## src/rtl/kbclk_pkg.sv

```systemverilog
// Package for the keyboard clock enable generator.
// Holds the source encoding and the default ratios shared by the modules.
package kbclk_pkg;

    // Source choice as held inside the block: 0 crystal, 1 system.
    typedef enum logic {
        SRC_XTAL = 1'b0,
        SRC_SYS  = 1'b1
    } kbclk_src_e;

    // Default crystal ratios.
    localparam int unsigned DIV_SLOW_DEF = 3;
    localparam int unsigned DIV_FAST_DEF = 2;

endpackage

```

## src/rtl/kbclk_run_ctl.sv

```systemverilog
// Run control and source hold.
// Does:    Combines the enable and arming bits into a run condition and holds
//          the source choice. The choice is sampled only while stopped.
// Assumes: Control inputs are synchronous to clk.
module kbclk_run_ctl
    import kbclk_pkg::*;
(
    input  logic       clk,
    input  logic       rst_n,
    input  logic       ctl_enable,
    input  logic       ctl_arm,
    input  logic       ctl_src_sys,
    output logic       run,
    output kbclk_src_e src_q
);

    // Running only when both the enable and the arming bit are set.
    always_comb begin
        run = ctl_enable & ctl_arm;
    end

    // Capture the source choice while stopped; hold it while running.
    always_ff @(posedge clk) begin
        if (!rst_n) begin
            src_q <= SRC_XTAL;
        end else if (!run) begin
            src_q <= ctl_src_sys ? SRC_SYS : SRC_XTAL;
        end
    end


    src_hold_chk: assert property (@(posedge clk) disable iff (!rst_n)
        run |=> $stable(src_q));

endmodule

```

## src/rtl/kbclk_divider.sv

```systemverilog
// Crystal strobe divider.
// Does:    Counts accepted crystal strobes and flags the one that ends a
//          period of DIV_FAST or DIV_SLOW strobes. A change of speed, or a
//          stop, clears the count.
// Assumes: Both ratios are 2 or more. count_en is 0 in system mode.
module kbclk_divider #(
    parameter int unsigned DIV_SLOW = 3,
    parameter int unsigned DIV_FAST = 2
) (
    input  logic clk,
    input  logic rst_n,
    input  logic run,
    input  logic count_en,
    input  logic speed,
    input  logic xtal_tick,
    output logic hit
);

    localparam int unsigned MAX_DIV = (DIV_SLOW > DIV_FAST) ? DIV_SLOW : DIV_FAST;
    localparam int unsigned CNT_W   = (MAX_DIV > 2) ? $clog2(MAX_DIV) : 1;
    localparam logic [CNT_W-1:0] LAST_SLOW = CNT_W'(DIV_SLOW - 1);
    localparam logic [CNT_W-1:0] LAST_FAST = CNT_W'(DIV_FAST - 1);

    logic [CNT_W-1:0] cnt_q;
    logic [CNT_W-1:0] last;
    logic             speed_q;
    logic             restart;
    logic             accept;

    // Final count of the period for the present speed.
    always_comb begin
        last = speed ? LAST_FAST : LAST_SLOW;
    end

    // Restart when the speed differs from the previous edge; accept ticks otherwise.
    always_comb begin
        restart = (speed != speed_q);
        accept  = run & count_en & xtal_tick & ~restart;
        hit     = accept & (cnt_q == last);
    end

    // Remember the speed seen at each edge.
    always_ff @(posedge clk) begin
        if (!rst_n) begin
            speed_q <= 1'b0;
        end else begin
            speed_q <= speed;
        end
    end

    // Advance the count on accepted ticks, clear on stop or restart.
    always_ff @(posedge clk) begin
        if (!rst_n) begin
            cnt_q <= '0;
        end else if (!run || restart) begin
            cnt_q <= '0;
        end else if (accept) begin
            cnt_q <= hit ? '0 : cnt_q + 1'b1;
        end
    end


    cnt_range_chk: assert property (@(posedge clk) disable iff (!rst_n)
        (speed == speed_q) |-> (cnt_q <= last));


    fast_no_b2b_chk: assert property (@(posedge clk) disable iff (!rst_n)
        (speed && hit) |=> !hit);


    restart_clear_chk: assert property (@(posedge clk) disable iff (!rst_n)
        (speed != speed_q) |=> (cnt_q == '0));

endmodule

```

## src/rtl/kbclk_out_stage.sv

```systemverilog
// Output stage.
// Does:    Picks the strobe of the held source and registers the
//          clock-enable and frozen outputs.
// Assumes: hit is already 0 unless the crystal source is held and running.
module kbclk_out_stage
    import kbclk_pkg::*;
(
    input  logic       clk,
    input  logic       rst_n,
    input  logic       run,
    input  kbclk_src_e src_q,
    input  logic       hit,
    input  logic       sys_tick,
    output logic       kbc_ce,
    output logic       kbc_frozen
);

    logic ce_d;

    // Select the strobe of the held source, gated by the run condition.
    always_comb begin
        ce_d = run & ((src_q == SRC_SYS) ? sys_tick : hit);
    end

    // Register the strobe and the frozen flag.
    always_ff @(posedge clk) begin
        if (!rst_n) begin
            kbc_ce     <= 1'b0;
            kbc_frozen <= 1'b1;
        end else begin
            kbc_ce     <= ce_d;
            kbc_frozen <= ~run;
        end
    end


    sys_pass_chk: assert property (@(posedge clk) disable iff (!rst_n)
        (run && src_q == SRC_SYS) |=> (kbc_ce == $past(sys_tick)));


    ce_frozen_excl_chk: assert property (@(posedge clk) disable iff (!rst_n)
        !(kbc_ce && kbc_frozen));

endmodule

```

## src/rtl/kbclk_gen.sv

```systemverilog
// Keyboard controller clock enable generator, top level.
// Does:    Produces a clock-enable strobe from the crystal strobes, divided
//          by DIV_SLOW or DIV_FAST, or from the system strobes unchanged.
//          Raises a frozen flag while stopped.
// Assumes: Both tick inputs are one-cycle strobes synchronous to clk.
module kbclk_gen
    import kbclk_pkg::*;
#(
    parameter int unsigned DIV_SLOW = DIV_SLOW_DEF,
    parameter int unsigned DIV_FAST = DIV_FAST_DEF
) (
    input  logic clk,
    input  logic rst_n,
    input  logic xtal_tick,
    input  logic sys_tick,
    input  logic ctl_enable,
    input  logic ctl_speed,
    input  logic ctl_src_sys,
    input  logic ctl_arm,
    output logic kbc_ce,
    output logic kbc_frozen
);

    logic       run;
    kbclk_src_e src_q;
    logic       xtal_sel;
    logic       hit;

    // Let the divider count only while the crystal source is held.
    always_comb begin
        xtal_sel = (src_q == SRC_XTAL);
    end

    kbclk_run_ctl u_run_ctl (
        .clk         (clk),
        .rst_n       (rst_n),
        .ctl_enable  (ctl_enable),
        .ctl_arm     (ctl_arm),
        .ctl_src_sys (ctl_src_sys),
        .run         (run),
        .src_q       (src_q)
    );

    kbclk_divider #(
        .DIV_SLOW (DIV_SLOW),
        .DIV_FAST (DIV_FAST)
    ) u_divider (
        .clk       (clk),
        .rst_n     (rst_n),
        .run       (run),
        .count_en  (xtal_sel),
        .speed     (ctl_speed),
        .xtal_tick (xtal_tick),
        .hit       (hit)
    );

    kbclk_out_stage u_out (
        .clk        (clk),
        .rst_n      (rst_n),
        .run        (run),
        .src_q      (src_q),
        .hit        (hit),
        .sys_tick   (sys_tick),
        .kbc_ce     (kbc_ce),
        .kbc_frozen (kbc_frozen)
    );


    stop_freeze_chk: assert property (@(posedge clk) disable iff (!rst_n)
        !ctl_enable |=> (!kbc_ce && kbc_frozen));


    arm_freeze_chk: assert property (@(posedge clk) disable iff (!rst_n)
        !ctl_arm |=> (!kbc_ce && kbc_frozen));

endmodule

```

## config.mk

```make
export PLATFORM = sky130hd
export DESIGN_NAME = kbclk_gen
export DESIGN_NICKNAME = d
export VERILOG_FILES = /design/src/rtl/kbclk_pkg.sv /design/src/rtl/kbclk_run_ctl.sv /design/src/rtl/kbclk_divider.sv /design/src/rtl/kbclk_out_stage.sv /design/src/rtl/kbclk_gen.sv
export SDC_FILE = /design/constraint.sdc
export NUM_CORES = 1
export LEC_CHECK = 0
export ABC_CLOCK_PERIOD_IN_PS = 1510
export BUFFER_PORTS_ARGS = -buffer_cell sky130_fd_sc_hd__buf_4
export CAP_MARGIN = 10
export CORE_AREA = 2 2 39 41
export CTS_BUF_LIST = sky130_fd_sc_hd__clkbuf_16
export CTS_CLUSTER_DIAMETER = 120
export DETAILED_ROUTE_END_ITERATION = 10
export DIE_AREA = 0 0 41 43
export GPL_TIMING_DRIVEN = 0
export PLACE_DENSITY = 0.41
export REMOVE_ABC_BUFFERS = 1
export SYNTH_ARGS = -nofsm -noshare
export SYNTH_HDL_FRONTEND = slang
export SYNTH_SLANG_ARGS = --single-unit
```

## constraint.sdc

```tcl
create_clock -name clk -period 1.51 [get_ports clk]
set_input_delay 0.2265 -clock clk [delete_from_list [all_inputs] [get_ports clk]]
set_output_delay 0.2265 -clock clk [all_outputs]
set_load 0.05 [all_outputs]
```

## After elaboration in Yosys (flattened, before gate mapping)

Index checks and enable logic that the tools add are counted.

| storage, ports and cells | value |
|---|---|
| bits of input ports | 8 |
| output and inout bits | 2 |
| logic and storage cells | 25 |
| flip-flop bits (word level) | 6 |

| operators by class | value |
|---|---|
| $add $sub $neg | 1 |
| equal/unequal tests | 2 |
| bitwise logic cells | 10 |
| muxes and demuxes | 4 |
| reduce and logical (&&, ||, !) cells | 3 |

Operators by type and width:

| kind | number |
|---|---|
| $and 1x1->1 | 6 |
| $mux 2 | 2 |
| $not 1->1 | 4 |
| $add 2x1->2 const B | 1 |
| $eq 2x2->1 | 1 |
| $mux 1 | 2 |
| $reduce_or 2->1 | 1 |
| $logic_not 1->1 | 1 |
| $logic_or 1x1->1 | 1 |
| $ne 1x1->1 | 1 |

## Longest topological paths before layout

| logic depth | value |
|---|---|
| word-level depth | 7 |
| mapped depth | 3 |
| depth with buffers taken out | 3 |

## Hierarchy

Synthesis repeated with hierarchy kept, for this count alone.

| unflattened totals | value |
|---|---|
| cell total of the unflattened synthesis | 31 |
| area total of the unflattened synthesis | 272.8 um^2 |

Modules (own cells, without submodules):

| module | cells an instance | instances | area each (um^2) | sequential area each (um^2) |
|---|---|---|---|---|
| kbclk_divider | 20 | 1 | 163.9 | 60.1 |
| kbclk_out_stage | 5 | 1 | 57.6 | 40.0 |
| kbclk_run_ctl | 5 | 1 | 47.5 | 20.0 |
| kbclk_gen | 1 | 1 | 3.8 | 0.0 |

## Worst setup path after synthesis

OpenSTA, ideal clock, no wires.

| path | value |
|---|---|
| kind | flip-flop to flip-flop |
| start point | register u_divider.cnt_q[1] |
| end point | register u_divider.cnt_q[0] |
| data required time | 1.383 ns |
| data arrival time | 1.024 ns |
| setup time | 0.127 ns |
| path buffers | 0 |
| slack | 0.359 ns |
| period minus slack after synthesis | 1.151 ns |
| stages on the path, launching flop included | 4 |
| path through | dfxtp_1 -> or3b_1 -> a311oi_1 -> nor4_1 |

| between the ends | value |
|---|---|
| word-level cells in the longest chain between the ends | 3 |

RTL lines:

| what | line | RTL |
|---|---|---|
| start, declared | kbclk_divider.sv:24 | `logic [CNT_W-1:0] cnt_q;` |
| start signal, assigned | kbclk_divider.sv:58 | `cnt_q <= hit ? '0 : cnt_q + 1'b1;` |
| $eq 2x2->1 | kbclk_divider.sv:39 | `hit = accept & (cnt_q == last);` |
| $and 1x1->1 | kbclk_divider.sv:39 |  |
| $mux 2 | kbclk_divider.sv:58 |  |

No other way between the ends.
A chain may end at the register's enable or synchronous reset.

## Final worst setup path

Same ends and word-level chain as after synthesis.

==> results.md <==
* Cts hold-fix bufs at 0
* Fin crit share at approximately four fifths
* Crit path max fanout at 5
* Hold Slack at about 0.23 ns
* Largest net degree at the start of global routing at 8
* Die area at ~1800 um2
* Gpl congestion at ~0.76
* Clock skew at around 0.0011 ns
* Most common cell in the netlist: dfxtp_1
* Worst path arrival time at ~1.3 ns
* Max Cap Viol at 0
* Rows at 14
* GR Overflow Total at 0
* RSZ-0062 raised after global routing: no
* Post-CTS sizing at 0
* Fin area at ~440 um2
* Worst endpoint required time at 1.61 ns
* Area occupied by multi-input gates at ~150 um2
* Static Leak at approximately 0.18 nW
* Die X at between 40 and 50 um
* Endpoint class of the critical path: register
* Slowest stage delay, CP at ~0.38 ns
* Sequential share of the synthesized area at a little over two fifths
* Post-Syn Instances at 31
* Final Setup Violations at 0
* Total Wirelength at between 600 and 700 um
* GRT Total Usage at a little under a tenth
* CTS tree: yes
* Sequence of cells on the critical path: or3b_1, a311oi_1, nor4_1
* Share of cells above drive strength 1 at 27.9%
* Worst skew pair latency at 0.23 ns
* Fill count at about 140
* Clock transition time at the flip-flop clock pins of the worst setup and hold paths at 0.03 ns
* Worst-Margin Slew at between 0.2 and 0.25 ns
* First-pass GRT wire length at between 1000 and 1500 um
* Max-slew violations at 0
* NumNets Final at 53
* FMAX at slightly above 800 MHz
* Final hold viol count at 0
* Placed cell area at between 300 and 400 um2
* Via count at roughly 280
* Placeable Area at between 1000 and 1500 um2
* Initial antenna violation count at 0
* Chip Height at approximately 43 um
* Maximum VDD drop at ~0.00083 V
* Post-route ant nets at 0
* Yosys warns at 0
* Clock Tree Buf Depth at 2
* Final core utilization at between 30% and 40%
* Avg Cell Area, Syn at approximately 9.0 um2
* #FFs+latches synth at 6
* Crit path max-delay cell type: or3b_1
* Most used DFF post-synth: dfxtp_1
* Cell area after synthesis at 280 um2
* Dpl hpwl at about 490 um
* Distinct cells, synth at 20
* Sequential cell area at 120 um2
* Status: finished, final reports clean
* Largest area contributor in the synthesized netlist: dfxtp_1
* Synth-to-layout area growth at 58.0%
* Pwr Total at approximately 0.64 mW
* Final min period at about 1.2 ns
* CP startpoint kind: register
* CTS H-tree depth at 1
* Setup_tns at 0 ns
* Asr flop ratio synth at 0%
* Hold Path Class: input port to register
* Total setup buffers inserted after CTS at 0
* Pwr dens at 1440 nW/um2
* Initial Util at around a fifth
* Largest cells by area after synthesis: dfxtp_1 (43%), nand3_1 (7.1%), and2_1 (4.5%), and4b_1 (3.6%), o21ba_1 (3.6%)
* DRT Pass-1 Iters at 2
* # IOs at 10
* Number of flops mapped to enable cells by yosys at 0
* Root Driver: clkbuf_16
* Synth top cells by count: dfxtp_1 (6), nand3_1 (4), and2_1 (2), inv_1 (2), nand2_1 (2)
* Total clock sinks at 6
* Vias in the first global route at 280
* Routed len/inst at approximately 11 um
* Share of the synthesized area in the top cell type at 42.9%
* Via-to-Cell Ratio at approximately 4.8
* Antenna Diode Count at 0
* DR iter-0 viols at 1
* Max_slew headroom at roughly 84%
* DRC violation count after routing at 0
* Port bufs at 9
* Critical path type: register to register
* Total CTS buffers at 3
## worst paths after layout
kind,startpoint,end,slack [ns],cells past startpoint
hold / removal,rst_n,u_divider.speed_q,0.23,2
hold reg to reg,u_run_ctl.src_q,u_run_ctl.src_q,0.51,2
setup reg to reg,u_divider.cnt_q[1],u_divider.cnt_q[0],0.27,3
setup / recovery,u_divider.cnt_q[1],u_divider.cnt_q[0],0.27,3
## cell families (layout without fill, tap and decap cells)
kind of cell | count (synthesis) | after routing | share of synthesized area [%]
buffers and inverters | 2 | 14 | 2.68
AOI/OAI and AO/OA | 7 | 7 | 19.2
and+or+nand+nor | 15 | 15 | 32.1
DFF | 6 | 6 | 42.9
xor gates and xnor gates | 1 | 1 | 3.13
## power by group
group / total [mW] / switching [mW] / internal [mW]
Combinational: 0.0443 / 0.0223 / 0.0221
Clock: 0.425 / 0.0852 / 0.339
Sequential: 0.169 / 0.00443 / 0.165
## layout by cell type (no fill, tap or decap), drive strengths merged
master,Yosys,final
nand3,4,4
a211oi,1,1
clkbuf,0,3
buf,0,9
nor4,1,1
a21oi,1,1
xor2,1,1
nand2,2,2
or3b,1,1
dfxtp,6,6
nor3,1,1
and2,2,2
nor2,1,1
o21ba,1,1
a21boi,1,1
and4b,1,1
nand4b,1,1
a311oi,1,1
o2111ai,1,1
a31oi,1,1
inv,2,2
nand3b,1,1
## cell type report
class	count	share of cell area (%)
inverters	2	1.69
clock buffers	3	16.9
repair buffers	9	15.3
multi-input cells	23	34.5
flip-flops and latches	6	27.1
well taps	16	4.52
## layer usage
layer | track usage [%] | up-vias | part of all wire [%]
met4 | 6.67 | 0 | 0
met2 | 11.9 | 10 | 47
met5 | 0 | - | 0
li1 | - | 142 | -
met1 | 10.4 | 131 | 43
met3 | 6.28 | 0 | 9.5
## worst max-delay path, delay by kind of cell (launching register included)
| family | cells | cell delay (ns) |
|---|---|---|
| AO/OA/AOI/OAI | 1 | 0.28 |
| flip-flops | 1 | 0.37 |
| AND/OR/NAND/NOR | 2 | 0.46 |
## per-stage QoR
step	cells	setup slack (ns)
after floorplan	31	0.359
after global placement	56	0.300
after detailed placement	56	0.273
after CTS	59	0.268
after global routing	59	0.171
final	59	0.274
## registers in the layout, summed over array words and instances, names as in the netlist
register           cells
u_divider.cnt_q        2
u_divider.speed_q      1
u_out.kbc_frozen       1
u_out.kbc_ce           1
u_run_ctl.src_q        1
Power figures use the tool's default switching activity.
